`config.mk`:
```
export PLATFORM = sky130hd
export DESIGN_NAME = scaled_phase_accum
export DESIGN_NICKNAME = d
export VERILOG_FILES = /design/src/rtl/spa_pkg.sv /design/src/rtl/spa_inc_hold.sv /design/src/rtl/spa_wrap_add.sv /design/src/rtl/scaled_phase_accum.sv
export SDC_FILE = /design/constraint.sdc
export NUM_CORES = 1
export LEC_CHECK = 0
export BUFFER_PORTS_ARGS = -buffer_cell sky130_fd_sc_hd__buf_4
export CORE_UTILIZATION = 40
export DETAILED_ROUTE_END_ITERATION = 7
export SYNTH_ARGS = -nofsm -noshare
export SYNTH_HDL_FRONTEND = slang
export SYNTH_SLANG_ARGS = --single-unit
```
`constraint.sdc`:
```
create_clock -name clk -period 3.2 [get_ports clk]
set_input_delay 0 -clock clk [delete_from_list [all_inputs] [get_ports clk]]
set_output_delay 0 -clock clk [all_outputs]
set_load 0.05 [all_outputs]
```
`src/rtl/spa_pkg.sv`:
```
// Shared constants of the scaled-radian phase accumulator.
// Assumes: phase words are signed with PHASE_FRAC fractional bits.
package spa_pkg;
    localparam int PHASE_W    = 16;
    localparam int PHASE_FRAC = 13;
endpackage

```
`src/rtl/spa_inc_hold.sv`:
```
// Clamps an incoming phase step to +/-1.0 and holds it with its last flag.
// Assumes: W > FRAC + 1, so that +1.0 can be represented.
module spa_inc_hold #(
    parameter int W    = 16,
    parameter int FRAC = 13
) (
    input  logic         clk,
    input  logic         rst_n,
    input  logic         in_valid,
    input  logic [W-1:0] in_data,
    input  logic         in_last,
    output logic [W-1:0] inc_q,
    output logic         last_q
);
    localparam logic signed [W-1:0] POS_ONE = {{(W-FRAC-1){1'b0}}, 1'b1, {FRAC{1'b0}}};
    localparam logic signed [W-1:0] NEG_ONE = -POS_ONE;

    logic [W-1:0] clamped;

    // Limit the step magnitude to one half turn.
    always_comb begin
        if ($signed(in_data) > POS_ONE)      clamped = POS_ONE;
        else if ($signed(in_data) < NEG_ONE) clamped = NEG_ONE;
        else                                 clamped = in_data;
    end

    // Capture the step on every presented beat; only reset clears it.
    always_ff @(posedge clk) begin
        if (!rst_n) begin
            inc_q  <= '0;
            last_q <= 1'b0;
        end else if (in_valid) begin
            inc_q  <= clamped;
            last_q <= in_last;
        end
    end
endmodule

```
`src/rtl/spa_wrap_add.sv`:
```
// Adds two phases and folds the sum back into [-1.0, +1.0].
// Assumes: both operands already lie within [-1.0, +1.0].
module spa_wrap_add #(
    parameter int W    = 16,
    parameter int FRAC = 13
) (
    input  logic [W-1:0] a,
    input  logic [W-1:0] b,
    output logic [W-1:0] y
);
    localparam logic signed [W:0] ONE_X = {{(W-FRAC){1'b0}}, 1'b1, {FRAC{1'b0}}};
    localparam logic signed [W:0] TWO_X = ONE_X <<< 1;

    logic signed [W:0] sum;
    logic signed [W:0] folded;

    // Sum with one guard bit, then subtract or add a full turn as needed.
    always_comb begin
        sum = $signed({a[W-1], a}) + $signed({b[W-1], b});
        if (sum > ONE_X)       folded = sum - TWO_X;
        else if (sum < -ONE_X) folded = sum + TWO_X;
        else                   folded = sum;
        y = folded[W-1:0];
    end
endmodule

```
`src/rtl/scaled_phase_accum.sv`:
```
// Streaming phase accumulator: the phase advances by the held step on each
// accepted output beat and is kept within +/-1.0 scaled radians.
// Assumes: synchronous active-low reset; clr only zeroes the phase.
module scaled_phase_accum #(
    parameter int W    = spa_pkg::PHASE_W,
    parameter int FRAC = spa_pkg::PHASE_FRAC
) (
    input  logic         clk,
    input  logic         rst_n,
    input  logic         clr,
    input  logic [W-1:0] inc_data,
    input  logic         inc_last,
    input  logic         inc_valid,
    output logic         inc_ready,
    output logic [W-1:0] ph_data,
    output logic         ph_last,
    output logic         ph_valid,
    input  logic         ph_ready
);
    logic [W-1:0] inc_q;
    logic [W-1:0] phase_q;
    logic [W-1:0] phase_next;
    logic         valid_q;

    spa_inc_hold #(.W(W), .FRAC(FRAC)) inc_i (
        .clk(clk), .rst_n(rst_n), .in_valid(inc_valid), .in_data(inc_data),
        .in_last(inc_last), .inc_q(inc_q), .last_q(ph_last)
    );

    spa_wrap_add #(.W(W), .FRAC(FRAC)) add_i (
        .a(phase_q), .b(inc_q), .y(phase_next)
    );

    // Running phase and output valid; clear takes priority over a handshake.
    always_ff @(posedge clk) begin
        if (!rst_n) begin
            phase_q <= '0;
            valid_q <= 1'b0;
        end else begin
            valid_q <= 1'b1;
            if (clr)                      phase_q <= '0;
            else if (valid_q && ph_ready) phase_q <= phase_next;
        end
    end

    assign inc_ready = 1'b1;
    assign ph_data   = phase_q;
    assign ph_valid  = valid_q;
endmodule

```
==> results of run 1 <==
==> state kept, by name, summed over array words and instances (netlist names) <==
| register | flops |
|---|---|
| ph_data | 16 |
| inc_i.inc_q | 16 |
| ph_valid | 1 |
| inc_i.last_q | 1 |
==> cells in the mapped netlist (all sizes together), types with 4 or more instances <==
master | instances | share of area, %
and2 | 4 | 1.1
nor3 | 5 | 1.1
inv | 13 | 2.2
nand2 | 20 | 3.5
ha | 18 | 10
a21oi | 35 | 8.3
nor2 | 26 | 4.4
o21ai | 10 | 2.3
dfxtp | 34 | 31
nor2b | 30 | 8.5
xor2 | 7 | 2.8
xnor2 | 6 | 2.4
a21o | 6 | 2.0
nand3 | 6 | 1.4
clkbuf | 7 | 1.2
==> logic make-up after synthesis <==
kind of cell               after synthesis  share of synthesized area, %
buffers and inverters                   21                          3.74
muxes                                    2                         0.907
other                                    1                         0.170
xor gates and xnor gates                13                          5.16
DFF                                     34                          30.8
adders and majority gates               19                          11.1
and+or+nand+nor                        104                          24.2
AOI/OAI and AO/OA                       77                          23.9
==> area by class of cell <==
| cell class | instances | area share [%] |
|---|---|---|
| Clock inverter | 2 | 0.357 |
| Multi-Input combinational cell | 216 | 51.5 |
| Sequential cell | 34 | 24.3 |
| Timing Repair Buffer | 56 | 16.5 |
| Inverter | 13 | 1.74 |
| Clock buffer | 5 | 2.46 |
| Tap cell | 70 | 3.12 |
==> path summary, 6_finish.rpt <==
| check | slack (ns) | cells after the start | to |
|---|---|---|---|
| setup / recovery | 0.15 | 13 | ph_data[15] |
| hold / removal | 0.05 | 3 | ph_data[8] |
| setup reg to reg | 0.15 | 13 | ph_data[15] |
| hold reg to reg | 0.48 | 2 | ph_data[3] |
==> per-layer routing <==
| metal | routed length (µm) | vias to the layer above | share of wire (%) |
|---|---|---|---|
| li1 | - | 1064 | - |
| met1 | 2710 | 957 | 49 |
| met2 | 2460 | 46 | 45 |
| met3 | 240 | 8 | 4.4 |
| met4 | 80 | 0 | 1.5 |
| met5 | 0 | - | 0 |
==> worst max-delay path, cell delays in order, from the launching register on <==
cell	delay, ns
sky130_fd_sc_hd__dfxtp_1	0.35
sky130_fd_sc_hd__ha_1	0.18
sky130_fd_sc_hd__inv_1	0.05
sky130_fd_sc_hd__fa_1	0.42
sky130_fd_sc_hd__or2b_1	0.25
sky130_fd_sc_hd__a211o_1	0.30
sky130_fd_sc_hd__nand3_1	0.08
sky130_fd_sc_hd__a221o_2	0.19
sky130_fd_sc_hd__xnor2_1	0.23
sky130_fd_sc_hd__ha_1	0.33
sky130_fd_sc_hd__a31oi_1	0.25
sky130_fd_sc_hd__o211ai_1	0.14
sky130_fd_sc_hd__nand3_1	0.12
sky130_fd_sc_hd__a41oi_2	0.04
==> cell usage in the layout (no fill, tap or decap), types with 2 or more instances in the layout <==
master	count
sky130_fd_sc_hd__a211oi_1	3
sky130_fd_sc_hd__a21o_1	6
sky130_fd_sc_hd__a21oi_1	33
sky130_fd_sc_hd__a21oi_2	2
sky130_fd_sc_hd__a31oi_1	2
sky130_fd_sc_hd__a41oi_2	2
sky130_fd_sc_hd__and2_1	4
sky130_fd_sc_hd__buf_4	39
sky130_fd_sc_hd__clkbuf_8	5
sky130_fd_sc_hd__clkinv_2	2
sky130_fd_sc_hd__dfxtp_1	34
sky130_fd_sc_hd__dlygate4sd3_1	17
sky130_fd_sc_hd__ha_1	18
sky130_fd_sc_hd__inv_1	13
sky130_fd_sc_hd__mux2i_1	2
sky130_fd_sc_hd__nand2_1	19
sky130_fd_sc_hd__nand2b_1	2
sky130_fd_sc_hd__nand3_1	6
sky130_fd_sc_hd__nand4_1	3
sky130_fd_sc_hd__nor2_1	26
sky130_fd_sc_hd__nor2b_1	30
sky130_fd_sc_hd__nor3_1	5
sky130_fd_sc_hd__nor4_1	3
sky130_fd_sc_hd__o211ai_1	2
sky130_fd_sc_hd__o21a_1	2
sky130_fd_sc_hd__o21ai_0	8
sky130_fd_sc_hd__o21ai_1	2
sky130_fd_sc_hd__xnor2_1	6
sky130_fd_sc_hd__xor2_1	7
==> power by group through the flow <==
| stage | Clock, mW | Combinational (mW) | Sequential, mW |
|---|---|---|---|
| 6_report | 0.310 | 0.176 | 0.445 |
| 5_1_grt | 0.335 | 0.192 | 0.446 |
| 4_1_cts | 0.318 | 0.176 | 0.444 |
| 3_5_place_dp | 0 | 0.159 | 0.454 |
| 3_3_place_gp | 0 | 0.159 | 0.454 |
| 2_1_floorplan | 0 | 0.0930 | 0.465 |
==> timing repair <==
| item | in CTS | in global routing |
|---|---|---|
| setup endpoints to repair | 0 | 0 |
| hold endpoints to repair | 17 | 0 |
| hold buffers | 17 | 0 |
==> flow_metrics.env, run 1 <==
export IMPL_multi_input_area_um2=1440
export IMPL_sequential_cell_area_um2=681
export IMPL_antenna_violating_nets_post_route=0
export IMPL_grt_pass1_vias=1940
export IMPL_die_width_um=76.3
export IMPL_run_status="finished, final reports clean"
export IMPL_grt_setup_unrepaired="false"
export IMPL_final_min_period_over_clock_period_pct=95.4
export IMPL_wl_per_cell_um=13.9
export IMPL_worst_pin_slew_ns=0.913
export IMPL_design_die_area_um2=5820
export IMPL_crit_path_start_kind="flop"
export IMPL_ir_drop_uv=266
export IMPL_pin_count=41
export IMPL_critPathArrivalTime_ns=3.21
export IMPL_holdCritPathClass="primary input to flop"
export IMPL_timing_hold_ws_ns=0.0491
export IMPL_layout_area_overhead_vs_synth_pct=27.0
export IMPL_post_cts_repair_setup_buffers=0
export IMPL_pre_cts_ws_ns=0.160
export IMPL_p_comb_share_pct=18.9
export IMPL_max_slew_margin_rel_pct=38.9
export IMPL_drt_drc_violations_left=0
export IMPL_number_of_hold_violations_in_the_final_report=0
export IMPL_place_detailed_instances=372
export IMPL_fin_total_pwr_uw=931
export IMPL_synthesis_area_per_instance_um2=8.14
export IMPL_n_fill_cell=516
export IMPL_path_max_fanout=4
export IMPL_total_power_per_unit_cell_area_nw_per_um2=332
export IMPL_placeableCoreArea_um2=5200
export IMPL_power_spent_charging_and_discharging_nets_uw=273
export IMPL_clock_latency_on_the_worst_skew_pair_ns=0.29
export IMPL_power_frac_clock_pct=33.3
export IMPL_synth_ff_latch_count=34
export IMPL_layout_core_utilization_pct=53.8
export IMPL_synth_cells=271
export IMPL_worst_endpoint_required_ns=3.35
export IMPL_grt_use_total_pct=19.4
export IMPL_setup_viol=0
export IMPL_dominantRegCellSynth="sky130_fd_sc_hd__dfxtp_1"
export IMPL_fin_max_slew_vios=0
export IMPL_cts_buffers_inserted=5
export IMPL_clockBufferDepth=2
export IMPL_synth_edf_count=0
export IMPL_number_of_synthesis_warnings=0
export IMPL_final_cell_count_no_fill=396
export IMPL_synthDistinctLibCells=50
export IMPL_gr_max_usage_layer="met2"
export IMPL_1st_iter_drt_viols=88
export IMPL_cts_tree="done"
export IMPL_drt_wl_total_um=5490
export IMPL_globalRouteOverflowTotal=0
export IMPL_post_route_cells_drive_above_1_share_pct=17.8
export IMPL_crit_type="flop to flop"
export IMPL_cts_htree_levels=2
export IMPL_nets=367
export IMPL_timing_max_cap_violations=0
export IMPL_grt_antenna_before_repair=0
export IMPL_hold_path_startpoint="clr"
export IMPL_cellLeakagePower_nw=1.20
export IMPL_groute_layer_met3_usage_pct=4.43
export IMPL_antenna_diode_count=0
export IMPL_setup_ws_ns=0.146
export IMPL_die_height_um=76.3
export IMPL_synth_net_count=312
export IMPL_layout_min_cycle_time_ns=3.05
export IMPL_netlist_area_um2=2210
export IMPL_numPortBuffers=39
export IMPL_crit_path_start="ph_data[0]"
export IMPL_use_met1_pct=25.2
export IMPL_clock_sinks=34
export IMPL_p_sw_share_pct=29.3
export IMPL_cts_repair_resized=0
export IMPL_place_area_um2=2550
export IMPL_grt_util_met2_pct=31.4
export IMPL_rows=26
export IMPL_regToRegStartpoint="ph_data[0]"
export IMPL_routability_congestion=0.835
export IMPL_fin_setup_tns_ns=0
export IMPL_setup_worst_path_end_class="flop"
export IMPL_cts_root_buf="sky130_fd_sc_hd__clkbuf_8"
export IMPL_grt_start_max_net_pins=24
export IMPL_drtPass1Iterations=4
export IMPL_clkTransAtPathRegs_ns=0.08
export IMPL_share_seq_of_total_power_pct=47.8
export IMPL_detailedPlacementHpwl_um=4070
export IMPL_synthArstFlopShare_pct=0
export IMPL_finalInstanceArea_um2=2800
export IMPL_timing_fmax_ghz=0.327
export IMPL_synth_seq_area_share_pct=30.8
export IMPL_via_density_per_instance=5.24
export IMPL_worst_clock_skew_ns=0.00726
export IMPL_grt_first_pass_wirelength_um=8940
export IMPL_internal_power_uw=658
export IMPL_initial_core_util_pct=42.4
export IMPL_via_count=2075
Note: power is estimated with default switching activity, not from simulation.
==> run 2, diff against run 1 <==
==> constraint.sdc (replaced) <==
create_clock -name clk -period 3.27 [get_ports clk]
set_input_delay 0 -clock clk [delete_from_list [all_inputs] [get_ports clk]]
set_output_delay 0 -clock clk [all_outputs]
set_load 0.05 [all_outputs]
==> run 2 against run 1 <==
Effect of this change:
- combinational power is essentially flat
- count of clock-buffer cells in the layout is 1 higher
- flip-flop and latch count is the same
- die area unchanged
- largest cell class unchanged
- critical endpoint unchanged
- final cell count rose by 0.25%
- largest power group unchanged
- design area is 1.1% higher
- sequential power down 2%
- wire length is 0.93% higher
- worst hold slack lost 0.0064 ns
- global-route usage grew 0.41 points
- worst setup slack improved by 0.087 ns
- critical path depth is the same
==> flow_metrics.env, run 2 (synthesis results as in run 1) <==
export IMPL_run_status="finished, final reports clean"
export IMPL_layout_min_cycle_time_ns=3.04
export IMPL_cts_repair_resized=0
export IMPL_critPathArrivalTime_ns=3.19
export IMPL_worstReg2RegEnd="ph_data[15]"
export IMPL_grt_antenna_before_repair=0
export IMPL_grt_use_total_pct=19.8
export IMPL_placeableCoreArea_um2=5200
export IMPL_p_sw_share_pct=26.8
export IMPL_globalRouteOverflowTotal=0
export IMPL_cts_root_buf="sky130_fd_sc_hd__clkbuf_8"
export IMPL_drt_wl_total_um=5540
export IMPL_drtPass1Iterations=4
export IMPL_die_height_um=76.3
export IMPL_final_cell_count_no_fill=397
export IMPL_ir_drop_uv=219
export IMPL_layout_core_utilization_pct=54.4
export IMPL_pin_count=41
export IMPL_clock_sinks=34
export IMPL_grt_start_max_net_pins=24
export IMPL_crit_path_start_kind="flop"
export IMPL_rows=26
export IMPL_hold_path_startpoint="clr"
export IMPL_total_power_per_unit_cell_area_nw_per_um2=351
export IMPL_timing_max_cap_violations=0
export IMPL_antenna_violating_nets_post_route=0
export IMPL_setup_viol=0
export IMPL_fin_total_pwr_uw=996
export IMPL_rrSetupSlack_ns=0.23
export IMPL_p_comb_share_pct=17.3
export IMPL_grt_setup_unrepaired="false"
export IMPL_most_frequent_standard_cell_in_the_layout_excluding_fill_and_tap_cells="sky130_fd_sc_hd__buf_4"
export IMPL_grt_pass1_vias=1941
export IMPL_max_slew_margin_rel_pct=40.6
export IMPL_clkTransAtPathRegs_ns=0.07
export IMPL_fin_setup_tns_ns=0
export IMPL_crit_type="flop to flop"
export IMPL_timing_fmax_ghz=0.329
export IMPL_nets=367
export IMPL_cts_buffers_inserted=5
export IMPL_setup_worst_path_end_class="flop"
export IMPL_power_frac_clock_pct=39.0
export IMPL_path_max_fanout=4
export IMPL_routability_congestion=0.833
export IMPL_holdCritPathClass="primary input to flop"
export IMPL_cts_tree="done"
export IMPL_timing_hold_ws_ns=0.0427
export IMPL_share_seq_of_total_power_pct=43.7
export IMPL_worst_endpoint_required_ns=3.42
export IMPL_number_of_hold_violations_in_the_final_report=0
export IMPL_crit_path_start="ph_data[0]"
export IMPL_antenna_diode_count=0
export IMPL_die_width_um=76.3
export IMPL_power_spent_charging_and_discharging_nets_uw=267
export IMPL_endpoint_with_the_worst_hold_slack="ph_data[8]"
export IMPL_grt_first_pass_wirelength_um=9160
export IMPL_fin_max_slew_vios=0
export IMPL_clock_latency_on_the_worst_skew_pair_ns=0.29
export IMPL_regToRegStartpoint="ph_data[0]"
export IMPL_finalInstanceArea_um2=2830
export IMPL_final_min_period_over_clock_period_pct=92.9
export IMPL_rr_worst_depth=13
export IMPL_place_area_um2=2550
export IMPL_place_detailed_instances=372
export IMPL_numPortBuffers=39
export IMPL_internal_power_uw=729
export IMPL_post_route_cells_drive_above_1_share_pct=17.7
export IMPL_cellLeakagePower_nw=1.21
export IMPL_via_density_per_instance=5.26
export IMPL_layout_area_overhead_vs_synth_pct=28.4
export IMPL_drt_drc_violations_left=0
export IMPL_cts_htree_levels=2
export IMPL_worst_clock_skew_ns=0.00425
export IMPL_detailedPlacementHpwl_um=4080
export IMPL_setup_ws_ns=0.233
export IMPL_1st_iter_drt_viols=99
export IMPL_initial_core_util_pct=42.4
export IMPL_design_die_area_um2=5820
export IMPL_wl_per_cell_um=14.0
export IMPL_worst_pin_slew_ns=0.888
export IMPL_clockBufferDepth=2
export IMPL_via_count=2088
export IMPL_worst_hold_path_num_cells=3
export IMPL_pre_cts_ws_ns=0.236
export IMPL_most_common_layout_cells="39 x sky130_fd_sc_hd__buf_4, 34 x sky130_fd_sc_hd__dfxtp_1, 33 x sky130_fd_sc_hd__a21oi_1"
export IMPL_n_fill_cell=493
==> run 2: cell types whose count changed in the layout (fill, tap and decap cells not counted), sizes merged <==
cell,previous run,this run
clkinvlp,0,1
clkbuf,5,6
clkinv,2,0
bufinv,0,1
==> run 2: final cells by class <==
cell class / instances / area (µm²) / area share [%]
clock buffer: 6 / 72.6 / 2.56
timing repair buffer: 56 / 463 / 16.3
multi-input combinational: 216 / 1440 / 50.9
tap: 70 / 87.6 / 3.09
clock inverter: 2 / 37.5 / 1.32
sequential: 34 / 681 / 24.0
inverter: 13 / 48.8 / 1.72
==> run 2: repair_timing <==
action	4_1_cts	5_1_grt
hold buffers	17	0
buffers inserted	0	0
hold endpoints to repair	17	0
==> run 2: worst max-delay path by stage <==
stage,slack (ns),end,cells past startpoint
2_1_floorplan,0.10,ph_data[15],13
3_3_place_gp,0.31,ph_data[15],13
3_5_place_dp,0.24,ph_data[15],13
4_1_cts,0.21,ph_data[15],13
5_1_grt,0.09,ph_data[15],13
6_report,0.23,ph_data[15],13
==> run 2: metal layers <==
metal  track usage, %  wire, µm  vias up
met1             26.8      2790      972
met2             31.5      2480       38
met5                0         0        -
li1                 -         -     1068
met3             3.35       167       10
met4             6.92       106        0
==> run 2: power groups by stage <==
stage | clock network [mW] | logic (mW) | registers [mW]
global placement | 0 | 0.155 | 0.444
global route | 0.416 | 0.188 | 0.436
finish | 0.388 | 0.173 | 0.435
CTS | 0.400 | 0.172 | 0.435
detailed placement | 0 | 0.156 | 0.444
floorplan | 0 | 0.0910 | 0.455
==> run 2: worst max-delay path, stage by stage (launching register included) <==
cell and delay (ns):
sky130_fd_sc_hd__dfxtp_1 0.36, sky130_fd_sc_hd__ha_1 0.18, sky130_fd_sc_hd__inv_1 0.05, sky130_fd_sc_hd__fa_1 0.42, sky130_fd_sc_hd__or2b_1 0.25, sky130_fd_sc_hd__a211o_1 0.30, sky130_fd_sc_hd__nand3_1 0.08, sky130_fd_sc_hd__a221o_2 0.19
sky130_fd_sc_hd__xnor2_1 0.22, sky130_fd_sc_hd__ha_1 0.33, sky130_fd_sc_hd__a31oi_1 0.23, sky130_fd_sc_hd__o211ai_1 0.13, sky130_fd_sc_hd__nand3_1 0.12, sky130_fd_sc_hd__a41oi_2 0.04
==> run 3, diff against run 2 <==
==> constraint.sdc (replaced) <==
create_clock -name clk -period 2.6 [get_ports clk]
set_input_delay 0 -clock clk [delete_from_list [all_inputs] [get_ports clk]]
set_output_delay 0 -clock clk [all_outputs]
set_load 0.05 [all_outputs]
==> run 3 against run 2 <==
Effect of this change:
- the run now ends with setup timing left
- global-route usage is 1.9 points higher
- wire length is 6.1% higher
- sequential power is 25% higher
- fmax is 16% higher
- highest routed layer unchanged
- largest power group unchanged
- critical path depth is 1 lower
==> flow_metrics.env, run 3 (synthesis results as in run 1) <==
export IMPL_place_detailed_instances=398
export IMPL_via_density_per_instance=5.07
export IMPL_drtPass1Iterations=4
export IMPL_clkTransAtPathRegs_ns=0.08
export IMPL_worst_clock_skew_ns=0.00861
export IMPL_n_fill_cell=504
export IMPL_worstReg2RegEnd="ph_data[14]"
export IMPL_numPortBuffers=39
export IMPL_fin_max_slew_vios=0
export IMPL_clock_latency_on_the_worst_skew_pair_ns=0.30
export IMPL_holdCritPathClass="primary input to flop"
export IMPL_clock_sinks=34
export IMPL_layout_min_cycle_time_ns=2.63
export IMPL_globalRouteOverflowTotal=0
export IMPL_grt_use_total_pct=21.7
export IMPL_antenna_diode_count=0
export IMPL_initial_core_util_pct=42.4
export IMPL_crit_type="flop to flop"
export IMPL_rows=26
export IMPL_pin_count=41
export IMPL_max_stage_delay_ns=0.36
export IMPL_gr_max_usage_layer="met2"
export IMPL_use_met1_pct=30.6
export IMPL_nets=394
export IMPL_multi_input_area_um2=1540
export IMPL_placeableCoreArea_um2=5200
export IMPL_1st_iter_drt_viols=138
export IMPL_die_width_um=76.3
export IMPL_regToRegStartpoint="ph_data[0]"
export IMPL_drt_drc_violations_left=0
export IMPL_most_frequent_standard_cell_in_the_layout_excluding_fill_and_tap_cells="sky130_fd_sc_hd__buf_4"
export IMPL_groute_layer_met3_usage_pct=2.87
export IMPL_timing_max_cap_violations=0
export IMPL_post_route_cells_drive_above_1_share_pct=32.2
export IMPL_ir_drop_uv=249
export IMPL_most_common_layout_cells="66 x sky130_fd_sc_hd__buf_4, 32 x sky130_fd_sc_hd__a21oi_1, 29 x sky130_fd_sc_hd__nor2b_1"
export IMPL_pre_cts_ws_ns=-0.153
export IMPL_critPathArrivalTime_ns=2.84
export IMPL_die_height_um=76.3
export IMPL_final_min_period_over_clock_period_pct=101
export IMPL_worst_hold_path_num_cells=3
export IMPL_sequential_cell_area_um2=707
export IMPL_place_area_um2=2810
export IMPL_fin_setup_tns_ns=-0.0351
export IMPL_timing_fmax_ghz=0.381
export IMPL_grt_antenna_before_repair=0
export IMPL_violations="setup timing"
export IMPL_max_slew_margin_rel_pct=48.8
export IMPL_cts_buffers_inserted=5
export IMPL_setup_worst_path_end_class="flop"
export IMPL_grt_util_met2_pct=33.8
export IMPL_crit_path_start_kind="flop"
export IMPL_total_power_per_unit_cell_area_nw_per_um2=386
export IMPL_design_die_area_um2=5820
export IMPL_via_count=2151
export IMPL_run_status="finished, violations left"
export IMPL_layout_area_overhead_vs_synth_pct=41.9
export IMPL_cp_slowest_cell="sky130_fd_sc_hd__dfxtp_4"
export IMPL_drt_wl_total_um=5880
export IMPL_setup_viol=2
export IMPL_cellLeakagePower_nw=1.36
export IMPL_grt_setup_unrepaired="true"
export IMPL_final_cell_count_no_fill=424
export IMPL_grt_first_pass_wirelength_um=9980
export IMPL_grt_pass1_vias=2061
export IMPL_path_max_fanout=2
export IMPL_rrSetupSlack_ns=-0.03
export IMPL_endpoint_with_the_worst_hold_slack="inc_i.inc_q[4]"
export IMPL_worst_endpoint_required_ns=2.81
export IMPL_detailedPlacementHpwl_um=4350
export IMPL_clockBufferDepth=2
export IMPL_cts_tree="done"
export IMPL_wl_per_cell_um=13.9
export IMPL_rr_worst_depth=12
export IMPL_cts_htree_levels=2
export IMPL_finalInstanceArea_um2=3130
export IMPL_hold_path_startpoint="inc_data[4]"
export IMPL_critical_path_cell_chain="ha_4 -> inv_2 -> fa_2 -> or2b_1 -> a211o_1 -> buf_6 -> a41oi_2 -> a21o_1 -> a21oi_2 -> xnor2_2 -> a41o_1 -> a311oi_2"
export IMPL_cts_root_buf="sky130_fd_sc_hd__clkbuf_8"
export IMPL_worst_pin_slew_ns=0.767
export IMPL_routability_congestion=0.871
export IMPL_antenna_violating_nets_post_route=0
export IMPL_number_of_hold_violations_in_the_final_report=0
export IMPL_grt_start_max_net_pins=24
export IMPL_setup_ws_ns=-0.0268
-- run 3: cell count changes in the layout (fill, tap and decap cells not counted), moves of 3 or more --
| cell | before | now |
|---|---|---|
| sky130_fd_sc_hd__buf_4 | 39 | 66 |
| sky130_fd_sc_hd__dfxtp_4 | 0 | 4 |
| sky130_fd_sc_hd__dfxtp_1 | 34 | 21 |
| sky130_fd_sc_hd__dfxtp_2 | 0 | 9 |
| sky130_fd_sc_hd__ha_1 | 18 | 14 |
| sky130_fd_sc_hd__ha_4 | 0 | 3 |
-- run 3: worst max path at each step --
stage / start / endpoint
finish: ph_data[0] / ph_data[14]
global route: ph_data[0] / ph_data[15]
CTS: ph_data[0] / ph_data[14]
detailed placement: inc_i.inc_q[0] / ph_data[15]
global placement: inc_i.inc_q[0] / ph_data[15]
floorplan: ph_data[0] / ph_data[15]
-- run 3: routing by layer --
metal	routed length (µm)	vias to the layer above
met3	200	5
met2	2600	45
met1	3010	984
li1	-	1117
met4	73	0
met5	0	-
-- run 3: layout make-up --
cell class	instances	share of cell area (%)
clock buffers	6	2.32
well taps	70	2.80
multi-input cells	216	49.0
flip-flops and latches	34	22.6
repair buffers	83	21.3
clock inverters	2	0.439
inverters	13	1.56
-- run 3: repair_timing --
item	CTS	global route
buffers inserted	2	0
resized for setup	4	11
endpoints found under the hold margin	16	0
setup endpoints to repair	2	3
hold buffers	16	0
cloned	0	0
pin swaps	4	7
-- run 3: power breakdown --
group	internal [mW]	switching, mW	leakage [nW]
Combinational	0.120	0.130	1.03
Clock	0.190	0.227	0.0417
Sequential	0.532	0.0119	0.284
-- run 3: worst max-delay path, delay by kind of cell (launching register included) --
kind | cells | cell delay, ns
AOI/OAI and AO/OA | 6 | 1.16
xor gates and xnor gates | 1 | 0.15
adders and majority gates | 2 | 0.47
buffers and inverters | 2 | 0.16
DFF | 1 | 0.36
and+or+nand+nor | 1 | 0.24
-- run 3: per-stage QoR --
stage	util, %	total power, mW	hold slack (ns)
finish	60.2	1.21	0.0529
global route	60.2	1.26	0.0792
CTS	59.3	1.22	0.0456
detailed placement	54.0	0.775	0.251
global placement	54.0	0.774	0.249
floorplan	-	0.686	0.0277
